### src/rtl/mrom_pkg.sv
package mrom_pkg;

    localparam int DATA_W = 8;

    typedef enum logic [1:0] {
        LAT_IDLE = 2'd0,
        LAT_OPEN = 2'd1,
        LAT_HELD = 2'd2
    } lat_state_e;

    // Level of a control pin translated into "asserted"
    function automatic logic pin_on(input logic pin, input bit act_high);
        return act_high ? pin : ~pin;
    endfunction

    // Content of the store: byte for an 11-bit word address
    function automatic logic [DATA_W-1:0] rom_word(input logic [10:0] w,
                                                   input logic [DATA_W-1:0] seed);
        return {w[2:0], w[7:3]} ^ {5'b0, w[10:8]} ^ seed;
    endfunction

endpackage

### src/rtl/mrom_hi_latch.sv
module mrom_hi_latch
    import mrom_pkg::*;
#(
    parameter int ADDR_W = 8,
    parameter bit STB_HI = 1'b1
) (
    input  logic              clk,
    input  logic              rst_n,
    input  logic              strobe,
    input  logic [ADDR_W-1:0] addr_lines,
    output logic [ADDR_W-1:0] hi_q,
    output logic              held
);

    lat_state_e        state_q;
    lat_state_e        state_d;
    logic [ADDR_W-1:0] shadow_q;
    logic              stb_on;
    logic              commit;

    assign stb_on = pin_on(strobe, STB_HI);

    // state register
    always_ff @(posedge clk) begin
        if (!rst_n) begin
            state_q <= LAT_IDLE;
        end else begin
            state_q <= state_d;
        end
    end

    // next state and commit decision
    always_comb begin
        state_d = state_q;
        commit  = 1'b0;
        unique case (state_q)
            LAT_IDLE: begin
                if (stb_on) state_d = LAT_OPEN;          // T_OPEN
            end
            LAT_OPEN: begin
                if (!stb_on) begin                       // T_COMMIT
                    state_d = LAT_HELD;
                    commit  = 1'b1;
                end
            end
            LAT_HELD: begin
                if (stb_on) state_d = LAT_OPEN;          // T_OPEN
            end
            default: state_d = LAT_IDLE;
        endcase
    end

    // capture while open, commit on trailing edge
    always_ff @(posedge clk) begin
        if (!rst_n) begin
            shadow_q <= '0;
            hi_q     <= '0;
        end else begin
            if (stb_on) shadow_q <= addr_lines;
            if (commit) hi_q     <= shadow_q;
        end
    end

    assign held = (state_q == LAT_HELD);

endmodule

### src/rtl/mrom_select.sv
module mrom_select
    import mrom_pkg::*;
#(
    parameter int ADDR_W = 8,
    parameter int BLK_W  = 5,
    parameter int BLOCK  = 0,
    parameter bit RD_HI  = 1'b0,
    parameter bit CEI_HI = 1'b1,
    parameter bit CS1_HI = 1'b0,
    parameter bit CS2_HI = 1'b1
) (
    input  logic              held,
    input  logic [ADDR_W-1:0] hi_q,
    input  logic              rd_in,
    input  logic              ce_in,
    input  logic              cs_a,
    input  logic              cs_b,
    output logic              sel,
    output logic              drive
);

    localparam logic [BLK_W-1:0] BLK_ID = BLK_W'(BLOCK);

    logic hit;
    logic gates_open;

    assign hit        = (hi_q[ADDR_W-1 -: BLK_W] == BLK_ID);
    assign gates_open = pin_on(rd_in, RD_HI) & pin_on(cs_a, CS1_HI) & pin_on(cs_b, CS2_HI);

    always_comb begin
        sel   = held & hit & pin_on(ce_in, CEI_HI);
        drive = sel & gates_open;
    end

endmodule

### src/rtl/mrom_store.sv
module mrom_store
    import mrom_pkg::*;
#(
    parameter int              WORD_W   = 11,
    parameter logic [DATA_W-1:0] ROM_SEED = 8'hA5
) (
    input  logic [WORD_W-1:0] word_addr,
    input  logic              drive,
    output logic [DATA_W-1:0] data_q
);

    always_comb begin
        data_q = drive ? rom_word(word_addr, ROM_SEED) : '0;
    end

endmodule

### src/rtl/mux_rom_bank.sv
module mux_rom_bank
    import mrom_pkg::*;
#(
    parameter int              ADDR_W   = 8,
    parameter int              WORD_W   = 11,
    parameter int              BLOCK    = 0,
    parameter logic [7:0]      ROM_SEED = 8'hA5,
    parameter bit              STB_HI   = 1'b1,
    parameter bit              RD_HI    = 1'b0,
    parameter bit              CEI_HI   = 1'b1,
    parameter bit              CS1_HI   = 1'b0,
    parameter bit              CS2_HI   = 1'b1
) (
    input  logic              clk,
    input  logic              rst_n,
    input  logic [ADDR_W-1:0] addr_lines,
    input  logic              strobe,
    input  logic              rd_in,
    input  logic              ce_in,
    input  logic              cs_a,
    input  logic              cs_b,
    output logic [7:0]        bus_q,
    output logic              bus_oe,
    output logic              ce_out
);

    localparam int BLK_W = 2 * ADDR_W - WORD_W;
    localparam int LOW_W = WORD_W - ADDR_W;

    logic [ADDR_W-1:0] hi_q;
    logic              held;
    logic              sel;
    logic              drive;
    logic [WORD_W-1:0] word_addr;

    mrom_hi_latch #(
        .ADDR_W (ADDR_W),
        .STB_HI (STB_HI)
    ) u_latch (
        .clk        (clk),
        .rst_n      (rst_n),
        .strobe     (strobe),
        .addr_lines (addr_lines),
        .hi_q       (hi_q),
        .held       (held)
    );

    mrom_select #(
        .ADDR_W (ADDR_W),
        .BLK_W  (BLK_W),
        .BLOCK  (BLOCK),
        .RD_HI  (RD_HI),
        .CEI_HI (CEI_HI),
        .CS1_HI (CS1_HI),
        .CS2_HI (CS2_HI)
    ) u_select (
        .held  (held),
        .hi_q  (hi_q),
        .rd_in (rd_in),
        .ce_in (ce_in),
        .cs_a  (cs_a),
        .cs_b  (cs_b),
        .sel   (sel),
        .drive (drive)
    );

    assign word_addr = {hi_q[LOW_W-1:0], addr_lines};

    mrom_store #(
        .WORD_W   (WORD_W),
        .ROM_SEED (ROM_SEED)
    ) u_store (
        .word_addr (word_addr),
        .drive     (drive),
        .data_q    (bus_q)
    );

    assign bus_oe = drive;
    assign ce_out = sel;

endmodule

### config.mk
export PLATFORM = sky130hd
export DESIGN_NAME = mux_rom_bank
export DESIGN_NICKNAME = d
export VERILOG_FILES = /design/src/rtl/mrom_pkg.sv /design/src/rtl/mrom_hi_latch.sv /design/src/rtl/mrom_select.sv /design/src/rtl/mrom_store.sv /design/src/rtl/mux_rom_bank.sv
export SDC_FILE = /design/constraint.sdc
export NUM_CORES = 1
export LEC_CHECK = 0
export CAP_MARGIN = 10
export CORE_ASPECT_RATIO = 1.2
export CORE_UTILIZATION = 28
export DETAILED_ROUTE_END_ITERATION = 8
export DONT_BUFFER_PORTS = 1
export SETUP_SLACK_MARGIN = 0.3
export SLEW_MARGIN = 20
export SYNTH_ARGS = -nofsm -noshare
export SYNTH_HDL_FRONTEND = slang
export SYNTH_SLANG_ARGS = --single-unit
### constraint.sdc
create_clock -name clk -period 3.5 [get_ports clk]
set_clock_uncertainty 0.05 [all_clocks]
set_input_delay 0.525 -clock clk [delete_from_list [all_inputs] [get_ports clk]]
set_output_delay 0.525 -clock clk [all_outputs]
set_load 0.005 [all_outputs]
==> results of run 1 <==
-- state kept, by name, summed over array words and instances, names as in the netlist --
| name | count |
|---|---|
| u_latch.hi_q | 8 |
| u_latch.shadow_q | 8 |
| u_latch.state_q | 2 |
-- worst max-delay path by stage --
stage                             from  cells past startpoint       end
floorplan                         cs_a                      3  bus_q[0]
global placement                 ce_in                      2  bus_q[0]
detailed placement               ce_in                      2  bus_q[0]
CTS                 u_latch.state_q[0]                      2  bus_q[0]
global route        u_latch.state_q[0]                      2  bus_q[0]
finish              u_latch.state_q[0]                      2  bus_q[0]
-- layout make-up --
cell class	count	area [µm²]
clock buffer	4	36.3
fill	304	1960
inverter	3	11.3
multi-input combinational	61	469
sequential	18	360
tap	34	42.5
timing repair buffer	1	7.51
-- metrics by stage --
step | power, W | worst slack [ns]
floorplan | 0.000255 | 1.45
global placement | 0.000251 | 1.43
detailed placement | 0.000252 | 1.40
CTS | 0.000379 | 1.18
global route | 0.000393 | 1.06
finish | 0.000376 | 1.22
-- logic make-up after synthesis --
group,count (synthesis)
AND/OR/NAND/NOR,40
AO/OA/AOI/OAI,1
XOR/XNOR,4
multiplexers,16
flip-flops,18
buffers and inverters,11
-- power breakdown --
group	switching (W)	internal (W)
Sequential	0.00000453	0.000213
Combinational	0.0000142	0.0000157
Clock	0.0000656	0.0000634
-- cells in the final DEF (no fill, tap or decap), drive strengths merged --
cell,instances
buf,1
nor3,1
nor3b,2
nand4bb,1
or3b,1
or4,1
nor4,8
nand2,17
clkbuf,4
inv,3
xnor2,2
mux2i,16
dfxtp,18
a21oi,1
xor2,2
nor2b,8
nor2,1
-- metal layers --
layer / share of wire / track usage
met5: 0 / 0
met4: 0 / 0.0395
met3: 0.091 / 0.0386
met2: 0.45 / 0.158
met1: 0.46 / 0.143
==> metrics.md, run 1 <==
| Metric | Value |
|---|---|
| Post-Synthesis Cell Area | 881 µm² |
| Mean cell area of the mapped netlist | 9.79 µm² |
| Clock sink total | 18 |
| Number of synthesized flops with an enable pin | 0 |
| FF+latch count, synth | 18 |
| Cell leakage power | 0.322 nW |
| Proportion of synthesized chip area in sequential cells | 0.409 |
| Pre-antenna DRT Iters | 4 |
| Worst path cell trace | nand4bb_1, nor4_2 |
| Final total negative setup slack | 0 ns |
| Critical Path Slowest Stage Cell | nand4bb_1 |
| Synth-to-Final Area Change | 5.26% |
| Maximum buffer depth of the clock tree | 2 |
| Critical Path Max Stage Delay | 0.57 ns |
| Initial Util | 0.305 |
| Via count of the first global-routing pass | 578 |
| Power density over the cells | 406 nW/µm² |
| Worst Reg-to-Reg Cells | 3 |
| CP delay by family, top | simple AND/OR/NAND/NOR gates |
| Instance area at placement | 891 µm² |
| Post-Syn Nets | 105 |
| Post-route clock period utilization | 0.651 |
| Fraction of synthesized cell area taken by the top area cell type | 0.409 |
| Adder-cell area share of the yosys netlist | 0 |
| Crit path arrival time | 1.70 ns |
| # Max-Cap Violations | 0 |
| Hold_ws | 0.251 ns |
| Cell types occupying the most area after synthesis | dfxtp_1, mux2i_1, nor4_2, nand2_1, nor2b_1 |
| Placed Cells | 117 |
| Remaining number of nets flagged by the antenna check after routing | 0 |
| Die Footprint | 3380 µm² |
| Relative slew margins | 0.591 |
| Tightest Pin Transition | 0.611 ns |
| Kind of start point of the critical path | register |
| Detailed-route via count | 576 |
| CTS buffer count | 3 |
| Unique cell type count in the Yosys netlist | 19 |
| Run status | completed |
| Crit path max fanout | 10 |
| Worst-case hold path end point | u_latch.state_q[1] |
| Final Core Density | 0.321 |
| Half-perimeter wire length of the detailed placement result | 1150 µm |
| Number of cells traversed by the worst hold path | 1 |
| Critical path buffer and inverter count | 0 |
| Total setup violations reported at the end of the flow | 0 |
| Cell area after layout | 927 µm² |
| Cell at the root of the clock tree | clkbuf_4 |
| Main flop type after synthesis | dfxtp_1 |
| ANT cells | 0 |
| CTS tree | built |
| Startpoint of the most critical register-to-register path | u_latch.state_q[0] |
| Number of hold buffers added after cts | 0 |
| Overflow after GRT | 0 |
| Antenna violations before repair | 0 |
| Die width | 53.2 µm |
| Worst min path class | primary input to register |
| Number of cells in the finished layout apart from fillers | 121 |
| Buffer count from post-CTS setup fixing | 0 |
| Most used standard cell by instance count after synthesis | dfxtp_1 |
| Total Routed Length | 1650 µm |
| Endpoint class of the critical path | output port |
| Leading cell types by count after synthesis | dfxtp_1, nand2_1, mux2i_1, nor2b_1, nor4_2 |
| Largest family of logic cells by synthesized area | simple AND/OR/NAND/NOR gates |
| Combined global-route utilization of all metal layers | 0.108 |
| Xor-xnor portion of the synthesized cell area | 0.0398 |
| Average wire per standard cell | 13.6 µm |
| Global-route wire length before repair | 2700 µm |
| Routability-driven placement congestion ratio | 0.696 |
| R2r setup slk | 2.36 ns |
| Cell type with the largest total area after synthesis | dfxtp_1 |
| Final Net Count | 103 |
| Area fraction in compound gates after synthesis | 0.00568 |
| Top Ports | 25 |
| Mux share of post-synthesis cell area | 0.182 |
| Maximum clock frequency | 439 MHz |
| Maximum number of pins on one net before global-route repair | 27 |
| Final Slew Violations | 0 |
| Remaining routing DRC violations | 0 |
| Reg-to-reg endpoint | u_latch.hi_q[2] |
| Fraction of registers with async set or reset after synthesis | 0 |
| Maximum vdd drop | 0.000206 V |
| Vias per inst | 4.76 |
| Fin. Hold Viols | 0 |
| Layout cell share with drive strength beyond 1 | 0.172 |
| Count of buffers from port buffering | 0 |
| Area share of and/or/nand/nor cells after synthesis | 0.305 |
| Setup repair after global routing missed its margin | no |
| Origin of the worst min-delay path | strobe |
| Y dimension of the die | 63.4 µm |
| Type of the worst setup path | register to output port |
| Post-cts resize count | 0 |
| Final worst path period need | 2.28 ns |
| Register clock-pin slew on the reported worst setup and hold paths | 0.10 ns |
| CTS H-tree depth | 1 |
| Required time of the critical path | 2.92 ns |
| Post-synthesis instance total | 90 |
| # rows | 21 |
| Count of synthesis-stage warnings from yosys | 0 |
| Clock insertion delay at the later pin of the skew report | 0.29 ns |
| Placeable core region | 2890 µm² |
| Number of violations reported at the end of detailed-routing iteration 0 | 16 |
No activity file was read; power rests on OpenSTA's default activity.
==> inputs of run 2 (changes only) <==
==> constraint.sdc (replaced) <==
create_clock -name clk -period 2.32 [get_ports clk]
set_clock_uncertainty 0.05 [all_clocks]
set_input_delay 0.348 -clock clk [delete_from_list [all_inputs] [get_ports clk]]
set_output_delay 0.348 -clock clk [all_outputs]
set_load 0.005 [all_outputs]
==> metrics.md, run 2 (same netlist as run 1, synthesis figures left out) <==
| Metric | Value |
|---|---|
| Global-route wire length before repair | 2820 µm (+4.1%) |
| # Max-Cap Violations | 0 (unchanged) |
| Vias per inst | 5.03 (+5.7%) |
| Clock sink total | 18 (unchanged) |
| Final total negative setup slack | 0 ns (unchanged) |
| Antenna violations before repair | 0 (unchanged) |
| Count of buffers from port buffering | 0 (unchanged) |
| Leading cell type in the layout, fill and taps excluded | dfxtp_1 |
| Clock insertion delay at the later pin of the skew report | 0.28 ns (about the same) |
| Y dimension of the die | 63.4 µm (unchanged) |
| Buffer count from post-CTS setup fixing | 0 (unchanged) |
| Critical Path Max Stage Delay | 0.62 ns (+0.05 ns) |
| Maximum vdd drop | 0.000399 V (+93%) |
| Highest-count cells in the layout ignoring fill and taps | dfxtp_1, nand2_1, mux2i_1, nor2b_1 |
| Total Routed Length | 1790 µm (+9.1%) |
| Post-route clock period utilization | 0.856 |
| Layout cell share with drive strength beyond 1 | 0.184 (+0.0115) |
| Fin. Hold Viols | 0 (unchanged) |
| Reg-to-reg endpoint | u_latch.hi_q[5] |
| Kind of start point of the critical path | register |
| Top Ports | 25 (unchanged) |
| Crit path arrival time | 1.59 ns (-0.11 ns) |
| CTS tree | built |
| Top Registers | u_latch.hi_q x8, u_latch.shadow_q x8, u_latch.state_q x2 |
| Pre-antenna DRT Iters | 4 (unchanged) |
| Tightest Pin Transition | 0.422 ns (-0.188 ns) |
| Worst setup path startpoint | u_latch.hi_q[4] |
| Total setup violations reported at the end of the flow | 0 (unchanged) |
| Setup repair after global routing missed its margin | yes |
| Die Footprint | 3380 µm² (unchanged) |
| Number of cells traversed by the worst hold path | 1 (unchanged) |
| Crit path max fanout | 5 (-5) |
| CTS H-tree depth | 1 (unchanged) |
| Number of violations reported at the end of detailed-routing iteration 0 | 19 (+3) |
| Maximum number of pins on one net before global-route repair | 27 (unchanged) |
| Endpoint class of the critical path | output port |
| Register clock-pin slew on the reported worst setup and hold paths | 0.10 ns (about the same) |
| Maximum clock frequency | 503 MHz |
| CTS buffer count | 3 (unchanged) |
| Final Net Count | 104 (+0.97%) |
| Die width | 53.2 µm (unchanged) |
| CP delay by family, top | simple AND/OR/NAND/NOR gates |
| Cell leakage power | 0.324 nW (+0.58%) |
| Combined global-route utilization of all metal layers | 0.112 (+0.00388) |
| Cell at the root of the clock tree | clkbuf_4 |
| Critical Path Slowest Stage Cell | or4_4 |
| Half-perimeter wire length of the detailed placement result | 1210 µm (+5.1%) |
| End point of the critical path | bus_q[1] |
| Run status | completed |
| ANT cells | 0 (unchanged) |
| Final worst path period need | 1.99 ns |
| Type of the worst setup path | register to output port |
| Final Slew Violations | 0 (unchanged) |
| Via count of the first global-routing pass | 631 (+9.2%) |
| Relative slew margins | 0.719 (+0.128) |
| Remaining routing DRC violations | 0 (unchanged) |
| Path length in cells of the critical path | 2 (unchanged) |
| Power density over the cells | 546 nW/µm² (+35%) |
| Remaining number of nets flagged by the antenna check after routing | 0 (unchanged) |
| Worst min path class | primary input to register |
| # rows | 21 (unchanged) |
| Critical path buffer and inverter count | 0 (unchanged) |
| Routability-driven placement congestion ratio | 0.697 (+0.17%) |
| Maximum buffer depth of the clock tree | 2 (unchanged) |
| Synth-to-Final Area Change | 10.8% |
| Overflow after GRT | 0 (unchanged) |
| Placed Cells | 117 (unchanged) |
| Required time of the critical path | 1.92 ns (-1.00 ns) |
| Placeable core region | 2890 µm² (unchanged) |
| Number of hold buffers added after cts | 0 (unchanged) |
| Startpoint of the most critical register-to-register path | u_latch.state_q[0] |
| Average wire per standard cell | 14.8 µm (+9.1%) |
| R2r setup slk | 1.18 ns (-1.18 ns) |
| Worst path cell trace | or4_4, nor4_2 |
| Detailed-route via count | 609 (+5.7%) |
| Initial Util | 0.305 (unchanged) |
| Number of cells in the finished layout apart from fillers | 121 (unchanged) |
| Worst Reg-to-Reg Cells | 3 (unchanged) |
run 2: cell types whose count changed in the layout (fill, tap and decap cells not counted), sizes merged:
cell / change
clkbuf: -1
or4: +1
run 2: final cells by class:
class / count / area, µm²
flip-flops and latches: 18 / 360
well taps: 34 / 42.5
fillers: 303 / 1910
inverters: 3 / 11.3
repair buffers: 1 / 7.51
clock buffers: 3 / 22.5
multi-input cells: 62 / 532
run 2: repair_timing:
action | CTS | global route
cloned | 0 | 1
endpoints found under the setup margin | 9 | 8
pin swaps | 0 | 2
resized for setup | 1 | 6
run 2: how the worst min path moves through the flow:
stage | to | from
2_1_floorplan | u_latch.hi_q[7] | u_latch.hi_q[7]
3_3_place_gp | u_latch.state_q[1] | strobe
3_5_place_dp | u_latch.state_q[1] | strobe
4_1_cts | u_latch.state_q[1] | strobe
5_1_grt | u_latch.state_q[1] | strobe
6_report | u_latch.state_q[1] | strobe
run 2: routing by layer:
layer / track usage / up-vias / wire length (µm)
li1: - / 298 / -
met1: 0.152 / 295 / 850
met2: 0.173 / 14 / 845
met3: 0.0193 / 2 / 87
met4: 0.0395 / 0 / 11
met5: 0 / - / 0
run 2: stage by stage:
stage / area (µm²) / total power [W] / hold WS, ns / setup WS [ns] / util
floorplan: 881 / 0.000384 / 0.380 / 0.623 / -
finish: 976 / 0.000533 / 0.0789 / 0.333 / 0.338
global placement: 891 / 0.000379 / 0.378 / 0.579 / 0.308
global route: 976 / 0.000565 / 0.0534 / 0.283 / 0.338
CTS: 918 / 0.000528 / 0.0704 / 0.307 / 0.318
detailed placement: 891 / 0.000381 / 0.380 / 0.537 / 0.308
run 2: where the power goes:
group | internal [W] | switching, W
clock network | 0.0000602 | 0.0000904
logic | 0.0000266 | 0.0000271
registers | 0.000321 | 0.00000801
